==> src/rtl/opmac_pkg.sv <==
package opmac_pkg;

  // Control register bit positions (software-visible layout)
  localparam int CB_SGN = 0;
  localparam int CB_SUB = 1;
  localparam int CB_ACC = 2;
  localparam int CB_SQR = 3;
  localparam int CB_ONE = 4;
  localparam int CB_CLR = 5;
  localparam int CB_OVF = 6;
  localparam int CTRL_BITS = 7;

  // Fixed low addresses; accumulator and product words follow
  localparam int RA_CTRL = 0;
  localparam int RA_OPA  = 1;
  localparam int RA_OPB  = 2;
  localparam int RA_ACC_BASE = 3;

  typedef enum logic [1:0] {
    OP_MUL = 2'd0,
    OP_NEG = 2'd1,
    OP_MAC = 2'd2,
    OP_MSU = 2'd3
  } op_e;

  typedef struct packed {
    logic one_op;
    logic sqr;
    logic accum;
    logic sub;
    logic sgn;
  } mode_t;

  function automatic op_e decode_op(mode_t m);
    if (m.accum) return m.sub ? OP_MSU : OP_MAC;
    return m.sub ? OP_NEG : OP_MUL;
  endfunction

endpackage

==> src/rtl/opmac_trigger.sv <==
module opmac_trigger #(
  parameter int CNT_W = 2
) (
  input  logic             clk,
  input  logic             rst_n,
  input  logic             ctrl_wr,
  input  logic             op_wr,
  input  logic             single,
  output logic             fire,
  output logic [CNT_W-1:0] count
);
  logic [CNT_W-1:0] cnt_q;
  logic [CNT_W-1:0] need;
  logic [CNT_W-1:0] cnt_inc;

  assign need    = single ? CNT_W'(1) : CNT_W'(2);
  assign cnt_inc = cnt_q + CNT_W'(1);
  assign fire    = op_wr && (cnt_inc >= need);
  assign count   = cnt_q;

  always_ff @(posedge clk or negedge rst_n) begin
    if (!rst_n)       cnt_q <= '0;
    else if (ctrl_wr) cnt_q <= '0;
    else if (fire)    cnt_q <= '0;
    else if (op_wr)   cnt_q <= cnt_inc;
  end
endmodule

==> src/rtl/opmac_arith.sv <==
module opmac_arith
  import opmac_pkg::*;
#(
  parameter int OP_W  = 16,
  parameter int ACC_W = 48,
  localparam int PW   = 2 * OP_W
) (
  input  logic [OP_W-1:0]  a,
  input  logic [OP_W-1:0]  b,
  input  logic [ACC_W-1:0] acc_in,
  input  op_e              op,
  input  logic             sgn,
  output logic [PW-1:0]    prod,
  output logic [ACC_W-1:0] acc_out,
  output logic             ovf
);
  logic             eff_s;
  logic [PW-1:0]    p_s;
  logic [PW-1:0]    p_u;
  logic [ACC_W-1:0] ext;
  logic [ACC_W:0]   acc_x;
  logic [ACC_W:0]   ext_x;
  logic [ACC_W:0]   sum;

  // negate is a signed-only operation
  assign eff_s = sgn || (op == OP_NEG);
  assign p_s   = PW'($signed(a)) * PW'($signed(b));
  assign p_u   = PW'(a) * PW'(b);
  assign prod  = eff_s ? p_s : p_u;
  assign ext   = eff_s ? {{(ACC_W-PW){prod[PW-1]}}, prod}
                       : {{(ACC_W-PW){1'b0}}, prod};
  assign acc_x = eff_s ? {acc_in[ACC_W-1], acc_in} : {1'b0, acc_in};
  assign ext_x = eff_s ? {ext[ACC_W-1], ext} : {1'b0, ext};
  assign sum   = (op == OP_MSU) ? (acc_x - ext_x) : (acc_x + ext_x);

  always_comb begin
    acc_out = ext;
    ovf     = 1'b0;
    unique case (op)
      OP_MUL: acc_out = ext;
      OP_NEG: acc_out = -ext;
      OP_MAC, OP_MSU: begin
        acc_out = sum[ACC_W-1:0];
        ovf     = eff_s ? (sum[ACC_W] ^ sum[ACC_W-1]) : sum[ACC_W];
      end
      default: acc_out = ext;
    endcase
  end
endmodule

==> src/rtl/opmac_readmux.sv <==
module opmac_readmux
  import opmac_pkg::*;
#(
  parameter int OP_W   = 16,
  parameter int ACC_W  = 48,
  parameter int ADDR_W = 3,
  localparam int PW        = 2 * OP_W,
  localparam int ACC_WORDS = ACC_W / OP_W,
  localparam int PRD_WORDS = PW / OP_W,
  localparam int PRD_BASE  = RA_ACC_BASE + ACC_WORDS
) (
  input  logic [ADDR_W-1:0]    addr,
  input  logic [CTRL_BITS-1:0] ctrl,
  input  logic [OP_W-1:0]      opa,
  input  logic [OP_W-1:0]      opb,
  input  logic [ACC_W-1:0]     acc,
  input  logic [PW-1:0]        prod,
  output logic [OP_W-1:0]      rdata
);
  logic [OP_W-1:0] acc_w [ACC_WORDS];
  logic [OP_W-1:0] prd_w [PRD_WORDS];

  for (genvar k = 0; k < ACC_WORDS; k++) begin : g_accw
    assign acc_w[k] = acc[k*OP_W +: OP_W];
  end
  for (genvar k = 0; k < PRD_WORDS; k++) begin : g_prdw
    assign prd_w[k] = prod[k*OP_W +: OP_W];
  end

  always_comb begin
    rdata = '0;
    if (addr == ADDR_W'(RA_CTRL)) rdata = OP_W'(ctrl);
    if (addr == ADDR_W'(RA_OPA))  rdata = opa;
    if (addr == ADDR_W'(RA_OPB))  rdata = opb;
    for (int k = 0; k < ACC_WORDS; k++)
      if (addr == ADDR_W'(RA_ACC_BASE + k)) rdata = acc_w[k];
    for (int k = 0; k < PRD_WORDS; k++)
      if (addr == ADDR_W'(PRD_BASE + k)) rdata = prd_w[k];
  end
endmodule

==> src/rtl/opmac_unit.sv <==
module opmac_unit
  import opmac_pkg::*;
#(
  parameter int OP_W   = 16,
  parameter int ACC_W  = 48,
  parameter int ADDR_W = 3
) (
  input  logic              clk,
  input  logic              rst_n,
  input  logic              bus_we,
  input  logic [ADDR_W-1:0] bus_addr,
  input  logic [OP_W-1:0]   bus_wdata,
  output logic [OP_W-1:0]   bus_rdata
);
  localparam int PW        = 2 * OP_W;
  localparam int ACC_WORDS = ACC_W / OP_W;
  localparam int CNT_W     = 2;

  mode_t            mode_q;
  logic             ovf_q;
  logic [OP_W-1:0]  opa_q, opb_q;
  logic [ACC_W-1:0] acc_q;
  logic [PW-1:0]    prod_q;

  logic             ctrl_wr, wr_a, wr_b, op_wr, fire;
  logic [CNT_W-1:0] arm_cnt;
  logic [OP_W-1:0]  a_eff, b_eff;
  logic [PW-1:0]    prod_d;
  logic [ACC_W-1:0] acc_d;
  logic             ovf_d;
  op_e              op;
  logic [CTRL_BITS-1:0] ctrl_rd;

  assign ctrl_wr = bus_we && (bus_addr == ADDR_W'(RA_CTRL));
  assign wr_a    = bus_we && (bus_addr == ADDR_W'(RA_OPA));
  assign wr_b    = bus_we && (bus_addr == ADDR_W'(RA_OPB));
  assign op_wr   = wr_a || wr_b;
  assign op      = decode_op(mode_q);

  // square uses the written value twice; otherwise the fresh value joins the stored one
  assign a_eff = (mode_q.sqr || wr_a) ? bus_wdata : opa_q;
  assign b_eff = (mode_q.sqr || wr_b) ? bus_wdata : opb_q;

  opmac_trigger #(.CNT_W(CNT_W)) i_trig (
    .clk    (clk),
    .rst_n  (rst_n),
    .ctrl_wr(ctrl_wr),
    .op_wr  (op_wr),
    .single (mode_q.sqr || mode_q.one_op),
    .fire   (fire),
    .count  (arm_cnt)
  );

  opmac_arith #(.OP_W(OP_W), .ACC_W(ACC_W)) i_arith (
    .a      (a_eff),
    .b      (b_eff),
    .acc_in (acc_q),
    .op     (op),
    .sgn    (mode_q.sgn),
    .prod   (prod_d),
    .acc_out(acc_d),
    .ovf    (ovf_d)
  );

  always_ff @(posedge clk or negedge rst_n) begin
    if (!rst_n) begin
      mode_q <= '0;
      ovf_q  <= 1'b0;
    end else if (ctrl_wr) begin
      mode_q.sgn    <= bus_wdata[CB_SGN];
      mode_q.sub    <= bus_wdata[CB_SUB];
      mode_q.accum  <= bus_wdata[CB_ACC];
      mode_q.sqr    <= bus_wdata[CB_SQR];
      mode_q.one_op <= bus_wdata[CB_ONE];
      ovf_q         <= 1'b0;
    end else if (fire && ovf_d) begin
      ovf_q <= 1'b1;
    end
  end

  always_ff @(posedge clk or negedge rst_n) begin
    if (!rst_n) begin
      opa_q <= '0;
      opb_q <= '0;
    end else if (ctrl_wr && bus_wdata[CB_CLR]) begin
      opa_q <= '0;
      opb_q <= '0;
    end else begin
      if (wr_a) opa_q <= bus_wdata;
      if (wr_b) opb_q <= bus_wdata;
    end
  end

  always_ff @(posedge clk or negedge rst_n) begin
    if (!rst_n) begin
      acc_q  <= '0;
      prod_q <= '0;
    end else if (fire) begin
      acc_q  <= acc_d;
      prod_q <= prod_d;
    end else if (bus_we) begin
      for (int k = 0; k < ACC_WORDS; k++)
        if (bus_addr == ADDR_W'(RA_ACC_BASE + k))
          acc_q[k*OP_W +: OP_W] <= bus_wdata;
    end
  end

  assign ctrl_rd = {ovf_q, 1'b0, mode_q.one_op, mode_q.sqr,
                    mode_q.accum, mode_q.sub, mode_q.sgn};

  opmac_readmux #(.OP_W(OP_W), .ACC_W(ACC_W), .ADDR_W(ADDR_W)) i_rmux (
    .addr (bus_addr),
    .ctrl (ctrl_rd),
    .opa  (opa_q),
    .opb  (opb_q),
    .acc  (acc_q),
    .prod (prod_q),
    .rdata(bus_rdata)
  );
endmodule

==> config.mk <==
export PLATFORM = sky130hd
export DESIGN_NAME = opmac_unit
export DESIGN_NICKNAME = d
export VERILOG_FILES = /design/src/rtl/opmac_pkg.sv /design/src/rtl/opmac_trigger.sv /design/src/rtl/opmac_arith.sv /design/src/rtl/opmac_readmux.sv /design/src/rtl/opmac_unit.sv
export SDC_FILE = /design/constraint.sdc
export NUM_CORES = 2
export LEC_CHECK = 0
export ABC_CLOCK_PERIOD_IN_PS = 26200
export CORE_ASPECT_RATIO = 1.25
export CORE_UTILIZATION = 30
export CTS_BUF_LIST = sky130_fd_sc_hd__clkbuf_4
export DETAILED_ROUTE_END_ITERATION = 8
export DONT_BUFFER_PORTS = 1
export GPL_TIMING_DRIVEN = 1
export SLEW_MARGIN = 20
export SYNTH_ARGS = -nofsm -noshare
export SYNTH_HDL_FRONTEND = slang
export SYNTH_HIERARCHICAL = 1
export SYNTH_SLANG_ARGS = --single-unit
==> constraint.sdc <==
create_clock -name clk -period 26.2 [get_ports clk]
set_clock_uncertainty 0.15 [all_clocks]
set_input_delay 6.55 -clock clk [delete_from_list [all_inputs] [get_ports clk]]
set_output_delay 6.55 -clock clk [all_outputs]
set_load 0.05 [all_outputs]
==> summary.txt <==
Run status
  – Outcome: finished, final reports clean

GRT
  – Total gr overflow: 0
  – First-pass GRT wire length: 131000 um
  – Antenna violations before repair: 1
  – Pin count of the biggest net entering global routing: 121
  – Vias in the first global route: 22721
  – All-Layer GR Usage: 0.186

Setup path
  – Slowest stage cell, crit path: and4bb_1
  – Crit path max fanout: 58
  – CP Launch Point: bus_addr[0]
  – Critical Path Max Stage Delay: 0.79 ns
  – Critical Path Sink Type: flop
  – R2R Path Start: ctrl_rd[3]
  – WP buf/inv: 5
  – Crit start category: input port
  – Setup CP Type: input port to flop
  – Crit path DAT: 19.16 ns
  – Required time of the critical path: 26.56 ns
  – Delay-heaviest family, CP: adder cells

Clock tree
  – Clk root buf: clkbuf_4
  – Postcts setup bufs: 0
  – CTS max path bufs: 2
  – Worst-path clk slew: 0.14 ns
  – Worst skew pair latency: 0.60 ns
  – Total clock sinks: 120
  – CTS tree: yes
  – Post-CTS sizing: 0
  – # H-tree levels: 4
  – Hold_buf cts: 0
  – CTS Buf Count: 17

Logic synthesis
  – Commonest cells post-synth: inv_1, fa_1, nand2_1, ha_1, and2_1
  – Post-Syn Nets: 3666
  – Avg Cell Area, Syn: 8.73 um2
  – Yosys reg bits: 120
  – Synth Cell Area: 26800 um2
  – Yosys Warn Count: 6
  – Gate Count Post-Synth: 3074
  – Dominant synthesized flop cell: dfrtp_1
  – Count leader, synth: inv_1
  – Seq/Total Area, Yosys: 0.112
  – Number of flops mapped to enable cells by yosys: 0
  – Cell taking the most area after synthesis: fa_1
  – Yosys top cell area share: 0.274
  – Top cells by area, synth: fa_1, dfrtp_1, ha_1, inv_1, nand2_1
  – Ys async rst share: 1.00
  – Synth cell types: 103

Routing
  – Drt first-iter violations: 1634
  – Antenna-violating nets left: 0
  – Detailed Route WL: 83400 um
  – DR vias: 21401
  – Routed wire per std cell: 20.0 um
  – # DRC: 0
  – Vias per std cell: 5.14
  – 1st-pass router iterations: 5

STA
  – PnR worst setup slack: 7.40 ns
  – F_max: 0.0532 GHz
  – Fin crit period: 18.80 ns
  – Hold_ws: 0.377 ns
  – Setup TNS Final: 0 ns
  – Final setup vio count: 0
  – Rel. slew slack: 0.199
  – Worst-margin pin slew: 1.19 ns
  – Final hold vios: 0
  – Crit share post-route: 0.717
  – Max-slew violations: 0
  – Unrepaired setup endpoints after global routing: false

Worst hold path
  – HP Start: prod_q[15]
  – Worst hold path type: flop to flop

Placed design
  – Placed wire-length estimate: 67100 um
  – I/O Buffers: 0
  – RD Place Congestion: 0.958
  – DP Worst Slack: 6.99 ns

Layout
  – Final Util: 0.317
  – Area growth, synth to finish: 4.55%
  – # fillers: 9463
  – Share of cells above drive strength 1: 0.0687
  – Final Net Count: 3563

Die
  – Die width: 270 um
  – Row count: 122
  – Die area: 90700 um2
  – Die Span Y: 336 um
  – Io pins: 38
  – Initial core utilization: 0.303
  – Total core area: 88500 um2

Job
  – # Max-Cap Violations: 0
[cell usage in the layout, fill, tap and decap left out, types with 9 or more instances in the layout]
| cell | count |
|---|---|
| a22o_2 | 12 |
| mux2_2 | 64 |
| o21bai_1 | 10 |
| nor3_1 | 26 |
| and3_1 | 16 |
| and2_1 | 148 |
| xnor2_1 | 101 |
| a22oi_1 | 18 |
| o22ai_1 | 18 |
| a21oi_1 | 119 |
| or3_1 | 12 |
| a22o_1 | 21 |
| o21ai_1 | 29 |
| o21a_1 | 22 |
| fa_1 | 367 |
| o211ai_1 | 12 |
| mux2_4 | 21 |
| nor2b_1 | 11 |
| nand4_1 | 16 |
| a21o_1 | 66 |
| nor2_1 | 129 |
| o21ai_0 | 124 |
| inv_1 | 563 |
| ha_1 | 203 |
| a31oi_1 | 18 |
| mux2i_1 | 76 |
| xor2_1 | 46 |
| nand2b_1 | 16 |
| buf_4 | 15 |
| clkbuf_4 | 19 |
| dfrtp_1 | 119 |
| nand2_1 | 306 |
| mux4_2 | 9 |
| or2_2 | 10 |
| nand3_1 | 35 |
| a211oi_1 | 14 |
[path summary, 6_finish.rpt]
path / slack (ns) / end / cells past startpoint
hold reg to reg: 0.38 / prod_q[15] / 1
setup reg to reg: 13.35 / ovf_q / 41
min in group asynchronous: 5.49 / prod_q[19] / 0
max in group asynchronous: 20.11 / acc_q[6] / 0
hold / removal: 0.38 / prod_q[15] / 1
setup / recovery: 7.40 / ovf_q / 42
[registers in the layout (all words and copies together), names as in the netlist]
signal / cells
opa_q: 16
ovf_q: 1
prod_q: 32
i_trig/count: 2
opb_q: 16
ctrl_rd: 5
acc_q: 48
[through the flow]
step / cell area [um2] / std cells
final: 28100 / 4163
after global routing: 28100 / 4163
after CTS: 28000 / 4162
after detailed placement: 27800 / 4130
after global placement: 27800 / 4130
after floorplan: 26800 / 3074
[routing by layer]
metal	part of all wire	track usage	vias up
li1	-	-	9839
met4	0.051	0.0899	0
met5	0	0	-
met2	0.49	0.325	742
met1	0.40	0.224	10623
met3	0.063	0.0266	197
[area by class of cell]
type                            instances  area [um2]  share of cell area
Multi-Input combinational cell       2253       21100               0.751
Sequential cell                       120        3000               0.107
Inverter                              564        2120              0.0755
Tap cell                             1178        1470              0.0525
Clock buffer                           19         143             0.00508
Clock inverter                         13         143             0.00508
Timing Repair Buffer                   15         113             0.00401
Antenna cell                            1        2.50           0.0000892
[logic make-up after synthesis]
kind of cell,synth area share
simple gates,0.144
buf+inv,0.105
compound gates,0.148
fa+ha+maj,0.368
mux,0.0755
xor+xnor,0.0480
flops,0.112
other cells,0.000140
Power is left out: the tool's default activity adds up to more than one toggle a clock period on the data nets, which glitch-free logic cannot reach.
